<file path="src/rtl/wdog_pkg.sv">
package wdog_pkg;
   localparam int ADDR_W = 2;

   typedef enum logic [ADDR_W-1:0] {
      REG_CTRL   = 2'd0,
      REG_RELOAD = 2'd1,
      REG_COUNT  = 2'd2,
      REG_NONE   = 2'd3
   } wd_reg_e;

   localparam int RUN_BIT   = 0;
   localparam int RSTEN_BIT = 1;
   localparam int IRQEN_BIT = 2;
   localparam int SEL_LSB   = 4;
endpackage

</file>
<file path="src/rtl/wdog_tick_gen.sv">
module wdog_tick_gen #(
   parameter int PRE_W         = 8,
   parameter int SEL_W         = 2,
   parameter int DIV_LOG2_BASE = 4
) (
   input  logic             clk,
   input  logic             rst_n,
   input  logic             run,
   input  logic [PRE_W-1:0] pre_lim,
   input  logic [SEL_W-1:0] sel,
   output logic             tick
);
   localparam int DIV_W = DIV_LOG2_BASE + (1 << SEL_W) - 1;

   logic [PRE_W-1:0] pre_cnt;
   logic [DIV_W-1:0] div_cnt;
   logic [DIV_W-1:0] div_lim;
   logic             pre_wrap;

   always_comb begin
      div_lim  = DIV_W'((1 << (DIV_LOG2_BASE + int'(sel))) - 1);
      pre_wrap = run && (pre_cnt == pre_lim);
      tick     = pre_wrap && (div_cnt == div_lim);
   end

   always_ff @(posedge clk or negedge rst_n) begin
      if (!rst_n) begin
         pre_cnt <= '0;
         div_cnt <= '0;
      end else if (!run) begin
         pre_cnt <= '0;
         div_cnt <= '0;
      end else begin
         pre_cnt <= pre_wrap ? '0 : pre_cnt + 1'b1;
         if (pre_wrap)
            div_cnt <= tick ? '0 : div_cnt + 1'b1;
      end
   end
endmodule

</file>
<file path="src/rtl/wdog_down_cnt.sv">
module wdog_down_cnt #(
   parameter int CNT_W       = 16,
   parameter int RESET_COUNT = 32'h8000
) (
   input  logic             clk,
   input  logic             rst_n,
   input  logic             tick,
   input  logic             load,
   input  logic [CNT_W-1:0] load_val,
   input  logic [CNT_W-1:0] reload_val,
   output logic [CNT_W-1:0] cnt,
   output logic             expire
);
   assign expire = tick && !load && (cnt == '0);

   always_ff @(posedge clk or negedge rst_n) begin
      if (!rst_n)
         cnt <= CNT_W'(RESET_COUNT);
      else if (load)
         cnt <= load_val;
      else if (tick)
         cnt <= expire ? reload_val : cnt - 1'b1;
   end
endmodule

</file>
<file path="src/rtl/wdog_pulse_hold.sv">
module wdog_pulse_hold #(
   parameter int HOLD = 128
) (
   input  logic clk,
   input  logic rst_n,
   input  logic allow,
   input  logic arm,
   output logic active
);
   generate
      if (HOLD < 1) begin : g_bad_hold
         $error("wdog_pulse_hold: HOLD must be at least 1");
      end

      if (HOLD == 1) begin : g_single
         logic q;
         always_ff @(posedge clk or negedge rst_n) begin
            if (!rst_n)
               q <= 1'b0;
            else
               q <= allow && arm;
         end
         assign active = q;
      end else begin : g_stretch
         localparam int HW = $clog2(HOLD + 1);
         logic [HW-1:0] left;
         always_ff @(posedge clk or negedge rst_n) begin
            if (!rst_n)
               left <= '0;
            else if (!allow)
               left <= '0;
            else if (arm)
               left <= HW'(HOLD);
            else if (left != '0)
               left <= left - 1'b1;
         end
         assign active = (left != '0);
      end
   endgenerate
endmodule

</file>
<file path="src/rtl/wdog_timer.sv">
module wdog_timer #(
   parameter int CNT_W         = 16,
   parameter int PRE_W         = 8,
   parameter int SEL_W         = 2,
   parameter int DIV_LOG2_BASE = 4,
   parameter int RST_HOLD      = 128,
   parameter int RESET_COUNT   = 32'h8000
) (
   input  logic                         clk,
   input  logic                         rst_n,
   input  logic [wdog_pkg::ADDR_W-1:0]  bus_addr,
   input  logic                         bus_we,
   input  logic [CNT_W-1:0]             bus_wdata,
   output logic [CNT_W-1:0]             bus_rdata,
   output logic                         irq_o,
   output logic                         rst_req_o
);
   import wdog_pkg::*;

   localparam int PRE_LSB = CNT_W - PRE_W;
   localparam int SEL_MSB = SEL_LSB + SEL_W - 1;

   generate
      if (SEL_MSB >= PRE_LSB) begin : g_bad_layout
         $error("wdog_timer: control fields overlap, widen CNT_W");
      end
      if (RESET_COUNT >= (1 << CNT_W)) begin : g_bad_reset
         $error("wdog_timer: RESET_COUNT does not fit CNT_W");
      end
   endgenerate

   logic             run_q, rsten_q, irqen_q;
   logic [SEL_W-1:0] sel_q;
   logic [PRE_W-1:0] pre_q;
   logic [CNT_W-1:0] reload_q;
   logic [CNT_W-1:0] cnt;
   logic             wr_ctrl, wr_reload, wr_count;
   logic             tick, expire, irq_q;

   assign wr_ctrl   = bus_we && (bus_addr == REG_CTRL);
   assign wr_reload = bus_we && (bus_addr == REG_RELOAD);
   assign wr_count  = bus_we && (bus_addr == REG_COUNT);

   always_ff @(posedge clk or negedge rst_n) begin
      if (!rst_n) begin
         run_q    <= 1'b1;
         rsten_q  <= 1'b1;
         irqen_q  <= 1'b0;
         sel_q    <= '1;
         pre_q    <= '1;
         reload_q <= CNT_W'(RESET_COUNT);
      end else begin
         if (wr_ctrl) begin
            run_q   <= bus_wdata[RUN_BIT];
            rsten_q <= bus_wdata[RSTEN_BIT];
            irqen_q <= bus_wdata[IRQEN_BIT];
            sel_q   <= bus_wdata[SEL_MSB:SEL_LSB];
            pre_q   <= bus_wdata[CNT_W-1:PRE_LSB];
         end
         if (wr_reload)
            reload_q <= bus_wdata;
      end
   end

   wdog_tick_gen #(
      .PRE_W(PRE_W), .SEL_W(SEL_W), .DIV_LOG2_BASE(DIV_LOG2_BASE)
   ) tick_i (
      .clk(clk), .rst_n(rst_n), .run(run_q),
      .pre_lim(pre_q), .sel(sel_q), .tick(tick)
   );

   wdog_down_cnt #(
      .CNT_W(CNT_W), .RESET_COUNT(RESET_COUNT)
   ) cnt_i (
      .clk(clk), .rst_n(rst_n), .tick(tick), .load(wr_count),
      .load_val(bus_wdata), .reload_val(reload_q),
      .cnt(cnt), .expire(expire)
   );

   wdog_pulse_hold #(
      .HOLD(RST_HOLD)
   ) hold_i (
      .clk(clk), .rst_n(rst_n), .allow(rsten_q),
      .arm(expire), .active(rst_req_o)
   );

   always_ff @(posedge clk or negedge rst_n) begin
      if (!rst_n)
         irq_q <= 1'b0;
      else
         irq_q <= expire && irqen_q;
   end
   assign irq_o = irq_q;

   always_comb begin
      bus_rdata = '0;
      case (bus_addr)
         REG_CTRL: begin
            bus_rdata[RUN_BIT]           = run_q;
            bus_rdata[RSTEN_BIT]         = rsten_q;
            bus_rdata[IRQEN_BIT]         = irqen_q;
            bus_rdata[SEL_MSB:SEL_LSB]   = sel_q;
            bus_rdata[CNT_W-1:PRE_LSB]   = pre_q;
         end
         REG_RELOAD: bus_rdata = reload_q;
         REG_COUNT:  bus_rdata = cnt;
         default:    bus_rdata = '0;
      endcase
   end
endmodule

</file>
<file path="config.mk">
export PLATFORM = sky130hd
export DESIGN_NAME = wdog_timer
export DESIGN_NICKNAME = d
export VERILOG_FILES = /design/src/rtl/wdog_pkg.sv /design/src/rtl/wdog_tick_gen.sv /design/src/rtl/wdog_down_cnt.sv /design/src/rtl/wdog_pulse_hold.sv /design/src/rtl/wdog_timer.sv
export SDC_FILE = /design/constraint.sdc
export NUM_CORES = 1
export LEC_CHECK = 0
export BUFFER_PORTS_ARGS = -buffer_cell sky130_fd_sc_hd__buf_2
export CAP_MARGIN = 10
export CORE_ASPECT_RATIO = 0.9
export CORE_MARGIN = 4
export CORE_UTILIZATION = 59
export CTS_CLUSTER_DIAMETER = 200
export DETAILED_ROUTE_END_ITERATION = 8
export PLACE_DENSITY = 0.8
export SYNTH_ARGS = -nofsm -noshare
export SYNTH_HDL_FRONTEND = slang
export SYNTH_SLANG_ARGS = --single-unit
</file>
<file path="constraint.sdc">
create_clock -name clk -period 2.3 [get_ports clk]
set_clock_uncertainty 0.05 [all_clocks]
set_input_delay 0.345 -clock clk [delete_from_list [all_inputs] [get_ports clk]]
set_output_delay 0.345 -clock clk [all_outputs]
set_load 0.005 [all_outputs]
</file>
== Yosys cells after proc, flatten, opt, wreduce, memory -nomap -nowiden ==
Cells that the tools add are included.

* Bits in registers: 69
* Bits of input ports: 21
* Output and inout bits: 18
* Word-level logic and storage cells: 53

* Add/sub/neg operators: 6
* Equality and inequality tests: 6
* Shifts and indexed selects: 1
* Multiplexer cells: 16
* Reductions and logical operators: 13

{| class="wikitable"
|+ Operators with widths
! operator !! count
|-
| 2-to-1 mux 16 bit || 3
|-
| 2-to-1 mux 8 bit || 5
|-
| left shift 1 x 32 -> 7 bit, first input constant || 1
|-
| case mux 8 bit (3 select lines) || 1
|-
| 2-to-1 mux 7 bit || 3
|-
| logical NOT 16 bit || 1
|-
| subtractor 16 x 1 -> 16 bit, second input constant || 1
|-
| case mux 3 bit (3 select lines) || 1
|-
| adder 8 x 1 -> 8 bit, second input constant || 1
|-
| equality test 8 bit || 1
|-
| logical AND 1 bit || 8
|-
| nonzero test 8 bit || 1
|-
| subtractor 8 x 1 -> 8 bit, second input constant || 1
|-
| adder 7 x 1 -> 7 bit, second input constant || 1
|-
| equality test 7 bit || 1
|-
| subtractor 7 x 2 -> 7 bit, second input constant || 1
|-
| case mux 2 bit (3 select lines) || 1
|-
| adder 3 x 2 -> 4 bit, first input constant || 1
|-
| case mux 2 bit (2 select lines) || 1
|-
| inequality test 3 x 2 -> 1 bit, second input constant || 1
|-
| equality test 2 x 1 -> 1 bit, second input constant || 1
|-
| equality test 2 bit, second input constant || 1
|-
| logical NOT 2 bit || 1
|-
| inequality test 2 x 1 -> 1 bit, second input constant || 1
|-
| other kinds (3) || 3
|}

== Logic depth before layout (Yosys ltp) ==
* Depth after elaboration: 10
* Mapped depth: 9
* Gate-level depth less buffers: 8

== By module ==
A second synthesis with hierarchy kept.

* Cells, all modules: 393
* Area, all modules: 4,126.5 µm²

{| class="wikitable"
|+ Modules (own cells, without submodules)
! module !! instances !! cells each !! area an instance (µm²) !! sequential area each (µm²)
|-
| wdog_timer || 1 || 109 || 1,530.2 || 767.0
|-
| wdog_down_cnt || 1 || 142 || 1,216.2 || 401.6
|-
| wdog_tick_gen || 1 || 88 || 857.1 || 375.4
|-
| wdog_pulse_hold || 1 || 54 || 523.0 || 200.2
|}

== Worst setup path before layout ==
No wires, ideal clock.

* Path kind: flip-flop to flip-flop
* Start: register pre_q[7]
* End: register hold_i.g_stretch.left[1]
* Setup time: 0.138 ns
* Arrival: 1.815 ns
* Data required time: 2.112 ns
* Path slack: 0.297 ns
* Stages on the path, launching flop included: 7
* Buffers on the path: 0
* Clock period less this slack: 2.003 ns
* Path through: dfstp_2 -> xor2_1 -> nor4_4 -> nand2_2 -> a211o_1 -> o31ai_4 -> a211oi_1

* Word-level cells in the longest chain between the ends: 7
* Elaborated cells between the ends (all ways): 8
* Classes of those cells: 2 x eq/ne; 2 x mux; 4 x reduce/logical

{| class="wikitable"
|+ Ends and longest elaborated chain
! what !! line !! source
|-
| from (decl) || wdog_timer.sv:34 || <nowiki>logic [PRE_W-1:0] pre_q;</nowiki>
|-
| from (signal assigned) || wdog_timer.sv:58 || <nowiki>pre_q <= bus_wdata[CNT_W-1:PRE_LSB];</nowiki>
|-
| equality test 8 bit * || wdog_tick_gen.sv:22 || <nowiki>pre_wrap = run && (pre_cnt == pre_lim);</nowiki>
|-
| logical AND 1 bit * || wdog_tick_gen.sv:22 ||
|-
| logical AND 1 bit * || wdog_tick_gen.sv:23 || <nowiki>tick = pre_wrap && (div_cnt == div_lim);</nowiki>
|-
| logical AND 1 bit * (2 in a row) || wdog_down_cnt.sv:14 || <nowiki>assign expire = tick && !load && (cnt == '0);</nowiki>
|-
| 2-to-1 mux 8 bit || wdog_pulse_hold.sv:32 || <nowiki>else if (arm)</nowiki>
|-
| 2-to-1 mux 8 bit || wdog_pulse_hold.sv:30 || <nowiki>else if (!allow)</nowiki>
|-
| to (signal assigned) || wdog_pulse_hold.sv:33 || <nowiki>left <= HW'(HOLD);</nowiki>
|-
| to (signal assigned) || wdog_pulse_hold.sv:35 || <nowiki>left <= left - 1'b1;</nowiki>
|-
| to (decl) || wdog_pulse_hold.sv:26 || <nowiki>logic [HW-1:0] left;</nowiki>
|}

Mark *: on every way between the ends. The rest lies on a longest branch, timed or not.
A chain may end at the register's enable or synchronous reset.

== Worst setup path in the final report ==
* Start: register pre_q[1]
* End: register hold_i.g_stretch.left[1]

The elaborated chain is that of the path after synthesis.

==> results.sh <==
export IMPL_dieArea_mm2=0.00819
export IMPL_worstMarginPinSlew_ps=722
export IMPL_synth_top_area_share_pct=34.3
export IMPL_yosys_warnings=0
export IMPL_dp_hpwl_um=6620
export IMPL_antenna_left=0
export IMPL_drc=0
export IMPL_cp_num_buf_inv=0
export IMPL_synth_seq_cells=69
export IMPL_placed_area_mm2=0.00434
export IMPL_syn_area_mm2=0.00401
export IMPL_grt_pass1_wl_um=16000
export IMPL_fin_cells=532
export IMPL_grtUsageTotal_pct=25.6
export IMPL_clockRootBuffer="clkbuf_8"
export IMPL_gp_congestion=0.846
export IMPL_internal_power_mw=2.55
export IMPL_slew_violations=0
export IMPL_reg2reg_from="pre_q[1]"
export IMPL_avgSynthCellArea_um2=10.2
export IMPL_hold_path_depth=3
export IMPL_syn_nets=423
export IMPL_worstPathArrival_ps=2390
export IMPL_cpPeakStageDelay_ps=570
export IMPL_synthCells=392
export IMPL_insertion_delay_ps=360
export IMPL_fmax_mhz=452
export IMPL_synth_top_flop_cell="dfrtp_1"
export IMPL_comb_power_share_pct=20.7
export IMPL_slowest_stage="dfstp_2"
export IMPL_ctsHtreeMaxLevel=3
export IMPL_clockBufferDepth=2
export IMPL_seqPwrFrac_pct=44.7
export IMPL_power_switching_mw=1.09
export IMPL_period_share_pct=96.1
export IMPL_synth_edf_count=0
export IMPL_syn_to_final_growth_pct=15.5
export IMPL_crit_chain="xor2_1 > nor4_4 > nand2_2 > a211o_2 > o31ai_4 > a211oi_1"
export IMPL_hold_class="in2reg"
export IMPL_start_util_pct=60.9
export IMPL_hold_viol=0
export IMPL_end_kind="flop"
export IMPL_clk_pin_slew_worst_paths_ps=80
export IMPL_yosysSeqAreaShare_pct=43.5
export IMPL_cts_tree="yes"
export IMPL_period_needed_ps=2210
export IMPL_antenna_found_initial=0
export IMPL_clkSinkCount=69
export IMPL_dr_pass1_iters=5
export IMPL_required_ps=2480
export IMPL_synth_most_common_cell="dfrtp_1"
export IMPL_setup_viol=0
export IMPL_vias=3285
export IMPL_cts_made_buffers=9
export IMPL_tns_ps=0
export IMPL_synth_largest_area_cell="dfrtp_1"
export IMPL_wirelength_um=9830
export IMPL_layout_drive_gt1_share_pct=29.6
export IMPL_num_io_pins=39
export IMPL_r2r_worst_path_cells=6
export IMPL_rrSetupSlack_ps=90
export IMPL_switching_share_pct=29.9
export IMPL_yosys_top_cells_count="dfrtp_1, nor2_1, mux2_2"
export IMPL_hold_path_startpoint="bus_wdata[6]"
export IMPL_powerDensity_mw_per_mm2=786
export IMPL_worstSetupPathType="reg2reg"
export IMPL_r2r_end="hold_i.g_stretch.left[1]"
export IMPL_synth_area_top_cells="dfrtp_1, dfstp_2, mux2_2, xor2_1, nor2_1"
export IMPL_routed_via_density=6.17
export IMPL_wire_per_inst_um=18.5
export IMPL_final_nets=468
export IMPL_grt_overflow=0
export IMPL_fin_area_mm2=0.00463
export IMPL_antenna_cells=0
export IMPL_clock_power_share_pct=34.6
export IMPL_cap_viol_max_count=0
export IMPL_dp_cells=513
export IMPL_fillers=518
export IMPL_drt_iter0_drc=322
export IMPL_cp_start_kind="flop"
export IMPL_rows=28
export IMPL_path_max_fanout=7
export IMPL_io_buffer_count=38
export IMPL_slew_headroom_pct=51.9
export IMPL_core_area_mm2=0.00659
export IMPL_chipWidth_um=94.9
export IMPL_ir_drop_mv=0.586
export IMPL_yosysUniqueCellTypes=55
export IMPL_grt_max_degree=70
export IMPL_hold_end="cnt_i.cnt[6]"
export IMPL_cp_top_family="compound AO/OA/AOI/OAI gates"
export IMPL_status="finished, final reports clean"
export IMPL_p_leak_nw=2.06
export IMPL_ys_async_sr_fraction_pct=100
export IMPL_grt_pass1_vias=3171
export IMPL_die_h_um=86.2
export IMPL_total_power_mw=3.64
area by class of cell:
type / count / area [um^2] / share of cell area (%)
Timing Repair Buffer: 55 / 345 / 7.45
Sequential cell: 69 / 1740 / 37.6
Tap cell: 90 / 113 / 2.43
Inverter: 8 / 30.0 / 0.648
Clock inverter: 5 / 106 / 2.30
Multi-Input combinational cell: 294 / 2140 / 46.3
Clock buffer: 11 / 151 / 3.27
worst reg2reg max path, stage by stage, from the launching register on:
cell	delay [ps]
dfstp_2	570
xor2_1	110
nor4_4	380
nand2_2	140
a211o_2	370
o31ai_4	380
a211oi_1	100
per-layer routing:
layer / track usage (%) / share of wire, % / wire, um / vias to the layer above
li1: - / - / - / 1514
met1: 35.4 / 43 / 4230 / 1602
met2: 39.9 / 48 / 4690 / 147
met3: 5.21 / 7.2 / 708 / 22
met4: 10.2 / 2.0 / 201 / 0
met5: 0 / 0 / 0 / -
registers in the layout (all words and copies together), names as in the netlist:
register               flops
hold_i.g_stretch.left      8
reload_q                  16
sel_q                      2
run_q                      1
irq_o                      1
tick_i.pre_cnt             8
irqen_q                    1
tick_i.div_cnt             7
cnt_i.cnt                 16
pre_q                      8
rsten_q                    1
kinds of logic after synthesis:
kind of cell / after synthesis / share of synthesized area (%)
flops: 69 / 43.5
simple gates: 139 / 18.8
buf+inv: 29 / 3.27
xor+xnor: 33 / 7.20
fa+ha+maj: 10 / 3.12
compound gates: 69 / 12.4
mux: 43 / 11.7
per-stage QoR:
step           worst slack (ps)  utilization (%)  hold slack [ps]
2_1_floorplan               297                -           -0.591
3_3_place_gp                144             66.0              349
3_5_place_dp               70.1             66.0              349
4_1_cts                    45.2             70.0              169
5_1_grt                   -16.7             70.3              185
6_report                   89.9             70.3              176
worst max-delay path by stage:
stage	cells after the start	start	slack, ps	to
after floorplan	6	pre_q[7]	300	hold_i.g_stretch.left[1]
after global placement	6	pre_q[7]	140	hold_i.g_stretch.left[1]
after detailed placement	6	pre_q[7]	70	hold_i.g_stretch.left[2]
after CTS	6	pre_q[7]	50	hold_i.g_stretch.left[1]
after global routing	6	pre_q[3]	-20	hold_i.g_stretch.left[0]
final	6	pre_q[1]	90	hold_i.g_stretch.left[1]
power groups by stage:
stage	sequential, mW	combinational, mW	clock, mW
final	1.63	0.755	1.26
after global routing	1.65	0.828	1.33
after CTS	1.62	0.742	1.27
after detailed placement	1.64	0.732	0
after global placement	1.63	0.709	0
after floorplan	1.55	0.547	0
repair_timing:
item                                   4_1_cts  5_1_grt
setup buffers                                0        2
endpoints found under the hold margin       55        0
hold buffers                                 1        0
gates resized for setup                      0        2
setup endpoints to repair                    0        7
cells in the final DEF, fill, tap and decap left out, types with 12 or more instances in the layout:
master,count
dfrtp_1,55
nor2_1,46
buf_2,38
mux2_2,30
nand2_1,29
xor2_1,21
a21oi_1,16
dfstp_2,14
buf_4,14
a222oi_1,13
nor3_1,13
mux2i_1,13
xnor2_1,12
Power figures use the tool's default switching activity.
